## src/rtl/tsw_pkg.sv

```systemverilog
package tsw_pkg;

  typedef enum logic [3:0] {
    SRC_CALL  = 4'd0,
    SRC_JMP   = 4'd1,
    SRC_SWINT = 4'd2,
    SRC_BP    = 4'd3,
    SRC_OF    = 4'd4,
    SRC_NMI   = 4'd5,
    SRC_HWEXC = 4'd6,
    SRC_EXTINT= 4'd7,
    SRC_IRET  = 4'd8
  } tsw_src_e;

  typedef enum logic [5:0] {
    ST_IDLE = 6'b000001,
    ST_GATE = 6'b000010,
    ST_SEL  = 6'b000100,
    ST_READ = 6'b001000,
    ST_ATTR = 6'b010000,
    ST_DONE = 6'b100000
  } tsw_state_e;

  typedef enum logic [1:0] {
    VD_PASS  = 2'd0,
    VD_FAULT = 2'd1,
    VD_NONE  = 2'd2
  } tsw_verdict_e;

  localparam int CODE_W = 8;
  localparam logic [CODE_W-1:0] CODE_NONE = 8'd0;
  localparam logic [CODE_W-1:0] CODE_NP   = 8'd11;
  localparam logic [CODE_W-1:0] CODE_GP   = 8'd13;
  localparam logic [CODE_W-1:0] CODE_PF   = 8'd14;

  function automatic logic from_idt(input tsw_src_e s);
    return (s == SRC_SWINT) || (s == SRC_BP) || (s == SRC_OF) ||
           (s == SRC_NMI) || (s == SRC_HWEXC) || (s == SRC_EXTINT);
  endfunction

endpackage

```

## src/rtl/tsw_entry_rules.sv

```systemverilog
module tsw_entry_rules
  import tsw_pkg::*;
(
  input  tsw_src_e           src,
  input  logic               via_gate,
  input  logic               long_mode,
  input  logic               nested,
  input  logic               gate_present,
  input  logic               gate_priv_ok,
  input  logic               desc_priv_ok,
  output tsw_verdict_e       verdict,
  output logic [CODE_W-1:0]  code
);

  always_comb begin
    verdict = VD_PASS;
    code    = CODE_NONE;
    if (src == SRC_IRET && !nested) begin
      verdict = VD_NONE;
    end else if (long_mode) begin
      verdict = VD_FAULT;
      code    = CODE_GP;
    end else begin
      case (src)
        SRC_CALL, SRC_JMP: begin
          if (via_gate) begin
            if (!gate_present) begin
              verdict = VD_FAULT; code = CODE_NP;
            end else if (!gate_priv_ok) begin
              verdict = VD_FAULT; code = CODE_GP;
            end
          end else if (!desc_priv_ok) begin
            verdict = VD_FAULT; code = CODE_GP;
          end
        end
        SRC_SWINT, SRC_BP, SRC_OF: begin
          if (!gate_present) begin
            verdict = VD_FAULT; code = CODE_NP;
          end else if (!gate_priv_ok) begin
            verdict = VD_FAULT; code = CODE_GP;
          end
        end
        SRC_NMI, SRC_HWEXC, SRC_EXTINT: begin
          if (!gate_present) begin
            verdict = VD_FAULT; code = CODE_NP;
          end
        end
        SRC_IRET: verdict = VD_PASS;
        default: begin
          verdict = VD_FAULT; code = CODE_GP;
        end
      endcase
    end
  end

endmodule

```

## src/rtl/tsw_desc_rules.sv

```systemverilog
module tsw_desc_rules
  import tsw_pkg::*;
(
  input  logic               st_sel,
  input  logic               st_read,
  input  logic               st_attr,
  input  logic               sel_in_limit,
  input  logic               read_pf,
  input  logic               type_ok,
  input  logic               desc_present,
  input  logic               sys_ok,
  input  logic               limit_ok,
  output logic               fail,
  output logic [CODE_W-1:0]  code
);

  always_comb begin
    fail = 1'b0;
    code = CODE_NONE;
    if (st_sel && !sel_in_limit) begin
      fail = 1'b1; code = CODE_GP;
    end
    if (st_read && read_pf) begin
      fail = 1'b1; code = CODE_PF;
    end
    if (st_attr) begin
      if (!type_ok) begin
        fail = 1'b1; code = CODE_GP;
      end else if (!desc_present) begin
        fail = 1'b1; code = CODE_NP;
      end else if (!sys_ok || !limit_ok) begin
        fail = 1'b1; code = CODE_GP;
      end
    end
  end

endmodule

```

## src/rtl/tsw_check_seq.sv

```systemverilog
module tsw_check_seq
  import tsw_pkg::*;
#(
  parameter int VEC_W = 8
) (
  input  logic             clk,
  input  logic             rst_n,
  input  logic             req_valid,
  output logic             req_ready,
  input  logic [3:0]       req_src,
  input  logic             req_via_gate,
  input  logic             req_long_mode,
  input  logic             req_nested,
  input  logic             req_gate_present,
  input  logic             req_gate_priv_ok,
  input  logic             req_desc_priv_ok,
  input  logic             req_sel_in_limit,
  input  logic             req_read_pf,
  input  logic             req_type_ok,
  input  logic             req_desc_present,
  input  logic             req_sys_ok,
  input  logic             req_limit_ok,
  input  logic [VEC_W-1:0] req_vector,
  output logic             res_valid,
  input  logic             res_ready,
  output logic             res_fault,
  output logic             res_exit,
  output logic [7:0]       res_code,
  output logic             res_intinfo_valid,
  output logic             res_vect_valid,
  output logic [VEC_W-1:0] res_vect_vector
);

  tsw_state_e        state;
  tsw_src_e          c_src;
  logic              c_gate, c_long, c_nest, c_gpres, c_gpriv, c_dpriv;
  logic              c_sel, c_pf, c_type, c_dpres, c_sys, c_lim;
  logic [VEC_W-1:0]  c_vec;
  logic              f_q, x_q;
  logic [CODE_W-1:0] code_q;

  tsw_verdict_e      ent_verdict;
  logic [CODE_W-1:0] ent_code;
  logic              dsc_fail;
  logic [CODE_W-1:0] dsc_code;

  tsw_entry_rules u_entry (
    .src          (c_src),
    .via_gate     (c_gate),
    .long_mode    (c_long),
    .nested       (c_nest),
    .gate_present (c_gpres),
    .gate_priv_ok (c_gpriv),
    .desc_priv_ok (c_dpriv),
    .verdict      (ent_verdict),
    .code         (ent_code)
  );

  tsw_desc_rules u_desc (
    .st_sel       (state == ST_SEL),
    .st_read      (state == ST_READ),
    .st_attr      (state == ST_ATTR),
    .sel_in_limit (c_sel),
    .read_pf      (c_pf),
    .type_ok      (c_type),
    .desc_present (c_dpres),
    .sys_ok       (c_sys),
    .limit_ok     (c_lim),
    .fail         (dsc_fail),
    .code         (dsc_code)
  );

  // Capture of the attempt on acceptance
  always_ff @(posedge clk) begin
    if (!rst_n) begin
      c_src <= SRC_CALL;
      {c_gate, c_long, c_nest, c_gpres, c_gpriv, c_dpriv} <= '0;
      {c_sel, c_pf, c_type, c_dpres, c_sys, c_lim} <= '0;
      c_vec <= '0;
    end else if (state == ST_IDLE && req_valid) begin
      c_src   <= tsw_src_e'(req_src);
      c_gate  <= req_via_gate;
      c_long  <= req_long_mode;
      c_nest  <= req_nested;
      c_gpres <= req_gate_present;
      c_gpriv <= req_gate_priv_ok;
      c_dpriv <= req_desc_priv_ok;
      c_sel   <= req_sel_in_limit;
      c_pf    <= req_read_pf;
      c_type  <= req_type_ok;
      c_dpres <= req_desc_present;
      c_sys   <= req_sys_ok;
      c_lim   <= req_limit_ok;
      c_vec   <= req_vector;
    end
  end

  // Stage sequencer: one stage per cycle, early exit on a fault
  always_ff @(posedge clk) begin
    if (!rst_n) begin
      state  <= ST_IDLE;
      f_q    <= 1'b0;
      x_q    <= 1'b0;
      code_q <= CODE_NONE;
    end else begin
      case (state)
        ST_IDLE: if (req_valid) state <= ST_GATE;
        ST_GATE: begin
          case (ent_verdict)
            VD_PASS:  state <= ST_SEL;
            VD_FAULT: begin
              state <= ST_DONE; f_q <= 1'b1; x_q <= 1'b0; code_q <= ent_code;
            end
            default: begin
              state <= ST_DONE; f_q <= 1'b0; x_q <= 1'b0; code_q <= CODE_NONE;
            end
          endcase
        end
        ST_SEL, ST_READ, ST_ATTR: begin
          if (dsc_fail) begin
            state <= ST_DONE; f_q <= 1'b1; x_q <= 1'b0; code_q <= dsc_code;
          end else if (state == ST_ATTR) begin
            state <= ST_DONE; f_q <= 1'b0; x_q <= 1'b1; code_q <= CODE_NONE;
          end else if (state == ST_SEL) begin
            state <= ST_READ;
          end else begin
            state <= ST_ATTR;
          end
        end
        ST_DONE: if (res_ready) state <= ST_IDLE;
        default: state <= ST_IDLE;
      endcase
    end
  end

  assign req_ready         = (state == ST_IDLE);
  assign res_valid         = (state == ST_DONE);
  assign res_fault         = f_q;
  assign res_exit          = x_q;
  assign res_code          = code_q;
  assign res_intinfo_valid = f_q;
  assign res_vect_valid    = from_idt(c_src);
  assign res_vect_vector   = c_vec;

  // Assertions
  assert_onehot_state_R13: assert property (@(posedge clk) disable iff (!rst_n)
    $countones(state) == 1);

  assert_fault_exit_excl_R13: assert property (@(posedge clk) disable iff (!rst_n)
    res_valid |-> !(res_fault && res_exit));

  assert_hold_result_R2: assert property (@(posedge clk) disable iff (!rst_n)
    (res_valid && !res_ready) |=> (res_valid && $stable(res_code) &&
                                   $stable(res_fault) && $stable(res_exit)));

  assert_release_R2: assert property (@(posedge clk) disable iff (!rst_n)
    (res_valid && res_ready) |=> (!res_valid && req_ready));

  assert_busy_no_ready_R1: assert property (@(posedge clk) disable iff (!rst_n)
    res_valid |-> !req_ready);

  assert_exit_no_intinfo_R11: assert property (@(posedge clk) disable iff (!rst_n)
    (res_valid && res_exit) |-> (!res_intinfo_valid && res_code == CODE_NONE));

  assert_long_mode_gp_R3: assert property (@(posedge clk) disable iff (!rst_n)
    (res_valid && c_long && !(c_src == SRC_IRET && !c_nest)) |->
      (res_fault && res_code == CODE_GP));

endmodule

```

## config.mk

```make
export PLATFORM = sky130hd
export DESIGN_NAME = tsw_check_seq
export DESIGN_NICKNAME = d
export VERILOG_FILES = /design/src/rtl/tsw_pkg.sv /design/src/rtl/tsw_entry_rules.sv /design/src/rtl/tsw_desc_rules.sv /design/src/rtl/tsw_check_seq.sv
export SDC_FILE = /design/constraint.sdc
export NUM_CORES = 1
export LEC_CHECK = 0
export BUFFER_PORTS_ARGS = -buffer_cell sky130_fd_sc_hd__clkbuf_2
export CAP_MARGIN = 15
export CORE_MARGIN = 1.5
export CORE_UTILIZATION = 51
export DETAILED_ROUTE_END_ITERATION = 12
export PLACE_DENSITY = 0.79
export SETUP_SLACK_MARGIN = 0.5
export SLEW_MARGIN = 40
export SYNTH_ARGS = -nofsm -noshare
export SYNTH_HDL_FRONTEND = slang
export SYNTH_SLANG_ARGS = --single-unit
```

## constraint.sdc

```tcl
create_clock -name clk -period 2.3 [get_ports clk]
set_input_delay 0.115 -clock clk [delete_from_list [all_inputs] [get_ports clk]]
set_output_delay 0.115 -clock clk [all_outputs]
set_load 0.005 [all_outputs]
```

==> results.txt <==
- Net switching share of the total power: 28.4%
* Wire length of the first global-routing pass: 6570 um
- Setup slack on the worst reg-to-reg path comes out at 520 ps.
* Number of nets in the final layout: 311
- Adder-cell share of the synthesized area: 0%
- Of the total synthesized cell area, the portion taken by XOR and XNOR cells is 0.509%.
- Flop pwr share: 51.8%
- Count of final hold-check violations: 0
- Summed over all nets, the switching power comes to 386 uW.
- Data on the critical path arrives at its endpoint at 2000 ps.
* Area taken by flip-flops and latches: 724 um^2
- Dividing the final minimum period by the clock period gives 77.3%.
- Avg Inst Size Synth: 8.08 um^2
* Final-layout setup total negative slack: 0 ps
- Count of input and output buffers: 45
- Number of distinct standard cells referenced by the synthesized netlist: 46
* Total power draw: 1.36 mW
- Worst setup path category: reg -> reg
- Complex-gate fraction of the synthesized area: 24.2%
* Setup repair after global routing missed its margin: yes
- The number of cells on the worst reg-to-reg path is 5.
- Number of global-route vias before repair: 1423
* Per-cell via count in the routed design: 5.39
* Static leakage: 0.974 nW
- Post-Synthesis Cells: 213
* Post-synthesis to final-layout area growth: 34.3%
* Register bit count reported by yosys: 36
- Library cell contributing the largest single delay on the critical path: or3b_4
- The biggest area contributor in the post-synthesis netlist is dfxtp_1.
- Delay of the slowest cell on the worst path: 420 ps
* Post-synth EDFFs: 0
- Combinational family with the most area after synthesis: simple AND/OR/NAND/NOR gates
- The count of nets left with antenna violations once routing finished came out at 0.
- Number of buffers added by the clock tree synthesis step: 5
* Maximum number of pins on one net before global-route repair: 31
* Simple-gate share of the synthesized area: 25.3%
- Share of flip-flops with an asynchronous set or reset after synthesis: 0%
- After filler insertion, the fill cell instance count of the layout stands at 234.
- H-tree depth: 2
* Required time worst endpoint: 2520 ps
- Initial drt markers: 82
* Main area contributors after synthesis: dfxtp_1 42%, nand2_1 11%, a21oi_1 8.4%, buf_4 3.1%, nor2_1 2.6%
* Standard cell core area: 3130 um^2
* Clock latency on the worst-skew pair: 350 ps
- Die X-Extent: 61.1 um
* Maximum fanout count along the critical path: 6
- Share of synthesized area spent on multiplexers: 0%
- Critical Path Sink Type: flip-flop
* Iteration count of the initial detailed-routing pass: 4
- The initial antenna violation count came to 0.
- The clock net in this run drives a total of 36 sinks.
- Number of instances on the worst hold path: 2
* Gp weighted congestion: 0.864
- The critical path goes through or3_4, or3b_4, o2111ai_4, and2_4, a311oi_1.
- The clock passes through at most 2 buffers.
- Including well taps, the total number of placed cells is 292.
* Most frequently used flop master after synthesis: dfxtp_1
- In the final layout, the multi-input gates occupy 926 um^2.
- TritonCTS built the clock tree.
- The clock arrives with 9.12 ps of skew.
- Number of pins exceeding their max-slew limit in the final report: 0
- Summed over its instances, the top area cell type makes up 41.9% of the synthesized netlist area.
* Overall overflow remaining after global route: 0
- Max Clk Rate: 563 MHz
- After detailed routing, the average wire length per cell comes to 13.5 um.
- Setup violation total in the final timing report: 0
- After synthesis, flip-flops and latches occupy 41.9% of the total area.
* Via count: 1762
- Final HPWL from detailed placement: 2570 um
- Summing every instance area after synthesis gives 1720 um^2.
* Count of inserted antenna diode cells: 0
* Clock power frac: 27.7%
- Class of the worst hold path: in -> reg
* Die height: 61.1 um
- Row generation in the floorplan step produced 20 rows.
- IR analysis of the VDD net gives a maximum drop of 0.458 mV.
- Non-Filler Cell Area, Final: 2310 um^2
* Final routed wirelength across all metal layers: 4420 um
- The worst setup path is launched from a flip-flop.
* Die area: 3730 um^2
- The Yosys step of the flow raised 0 warnings.
* Tot GR Track Use: 24.5%
* Boundary Pins: 50
* Max_cap viols: 0
- Run status: completed
- Internal cell power: 972 uW
- Cell area after placement: 1930 um^2
- After the flow finishes, the layout carries non-filler instances totaling 327.
* Post-CTS clock slew at the launch and capture registers of the worst setup and hold paths: 100 ps
- Clock tree synthesis selected as its root buffer the cell clkbuf_4.
* Initial standard-cell utilization of the core: 55.0%
* PwrDens: 588 nW/um^2
- Worst hold slack across all endpoints: 43.3 ps
- Combinational logic burns 20.5% of the power.
- Time the worst path needs with I/O delays and setup: 1780 ps
- In the final layout, the share of cells above drive strength 1 is 29.0%.
- In the routed design, unresolved DRC markers number 0.
worst max-delay path, delay by kind of cell (launching register included):
kind	cells	cell delay, ps
AO/OA/AOI/OAI	2	240
AND/OR/NAND/NOR	3	1050
flip-flops	1	360
synthesized netlist by cell type, types with 2 or more instances:
library cell  instances
inv_1                 6
dfxtp_1              36
nor3_1                5
o21ai_0               7
a31oi_1               2
nand2_1              52
a311oi_1              4
buf_6                 3
nand3_1               4
a21oi_1              29
nor2b_1               2
buf_4                 7
a21boi_0              2
o21a_1                2
nor2_1               12
nand3b_1              2
or3b_2                2
clkbuf_1              7
and4_1                2
timing repair:
item / in CTS / in global routing
hold buffers: 23 / 1
endpoints found under the hold margin: 23 / 1
resized for setup: 2 / 9
endpoints found under the setup margin: 7 / 31
buffers inserted: 0 / 3
pin swaps: 1 / 7
gates cloned: 0 / 1
final cells by class:
type	instances	area share (%)
clock buffers	7	2.82
inverters	6	0.975
multi-input cells	158	40.1
flip-flops and latches	36	31.3
well taps	44	2.38
repair buffers	76	22.4
kinds of logic (layout without fill, tap and decap cells):
kind of cell           count (synthesis)  in the layout
other                                  1              4
AO/OA/AOI/OAI                         60             61
buffers and inverters                 23             89
AND/OR/NAND/NOR                       92             92
XOR/XNOR                               1              1
flip-flops                            36             36
power by group through the flow:
stage	Sequential (mW)	Clock, mW	Combinational (mW)
5_1_grt	0.711	0.410	0.311
2_1_floorplan	0.708	0	0.163
3_3_place_gp	0.713	0	0.226
6_report	0.704	0.377	0.278
4_1_cts	0.700	0.379	0.262
3_5_place_dp	0.714	0	0.231
path summary, 6_finish.rpt:
check,start,end
hold reg to reg,res_vect_vector[1],res_vect_vector[1]
setup reg to reg,c_src[1],res_fault
hold / removal,rst_n,state[5]
setup / recovery,c_src[1],res_fault
state kept, by name, summed over array words and instances (netlist names), 4 cells and up:
name and cells:
res_vect_vector 8, res_code 4, c_src 4, state 6
metal layers:
layer  vias to the layer above  part of all wire (%)  GRT usage, %
met5                         -                     0             0
met4                         0                   1.6          9.01
met3                         9                   6.3          8.40
met2                        76                    48          37.7
met1                       803                    44          31.9
li1                        874                     -             -
cell usage in the layout, fill, tap and decap left out, types with 2 or more instances in the layout:
master	synthesis	layout
clkbuf_8	0	2
nor2b_1	2	2
o21a_1	2	2
nand3_1	4	3
o21ai_0	7	7
nor3_1	5	3
or3b_2	2	2
nand2_1	52	52
dfxtp_2	0	3
inv_1	6	6
dfxtp_1	36	33
and4_1	2	2
clkbuf_2	0	45
nand3b_1	2	2
conb_1	1	4
dlygate4sd3_1	0	24
a31oi_1	2	2
nor2_1	12	12
clkbuf_4	0	5
a21oi_1	29	28
a311oi_1	4	4
buf_4	7	7
per-stage QoR:
| step | worst slack (ps) | util (%) |
|---|---|---|
| global placement | 376 | 61.7 |
| finish | 523 | 73.9 |
| CTS | 493 | 71.3 |
| detailed placement | 379 | 61.7 |
| global route | 375 | 73.9 |
| floorplan | 560 | - |
Power figures use the tool's default switching activity.
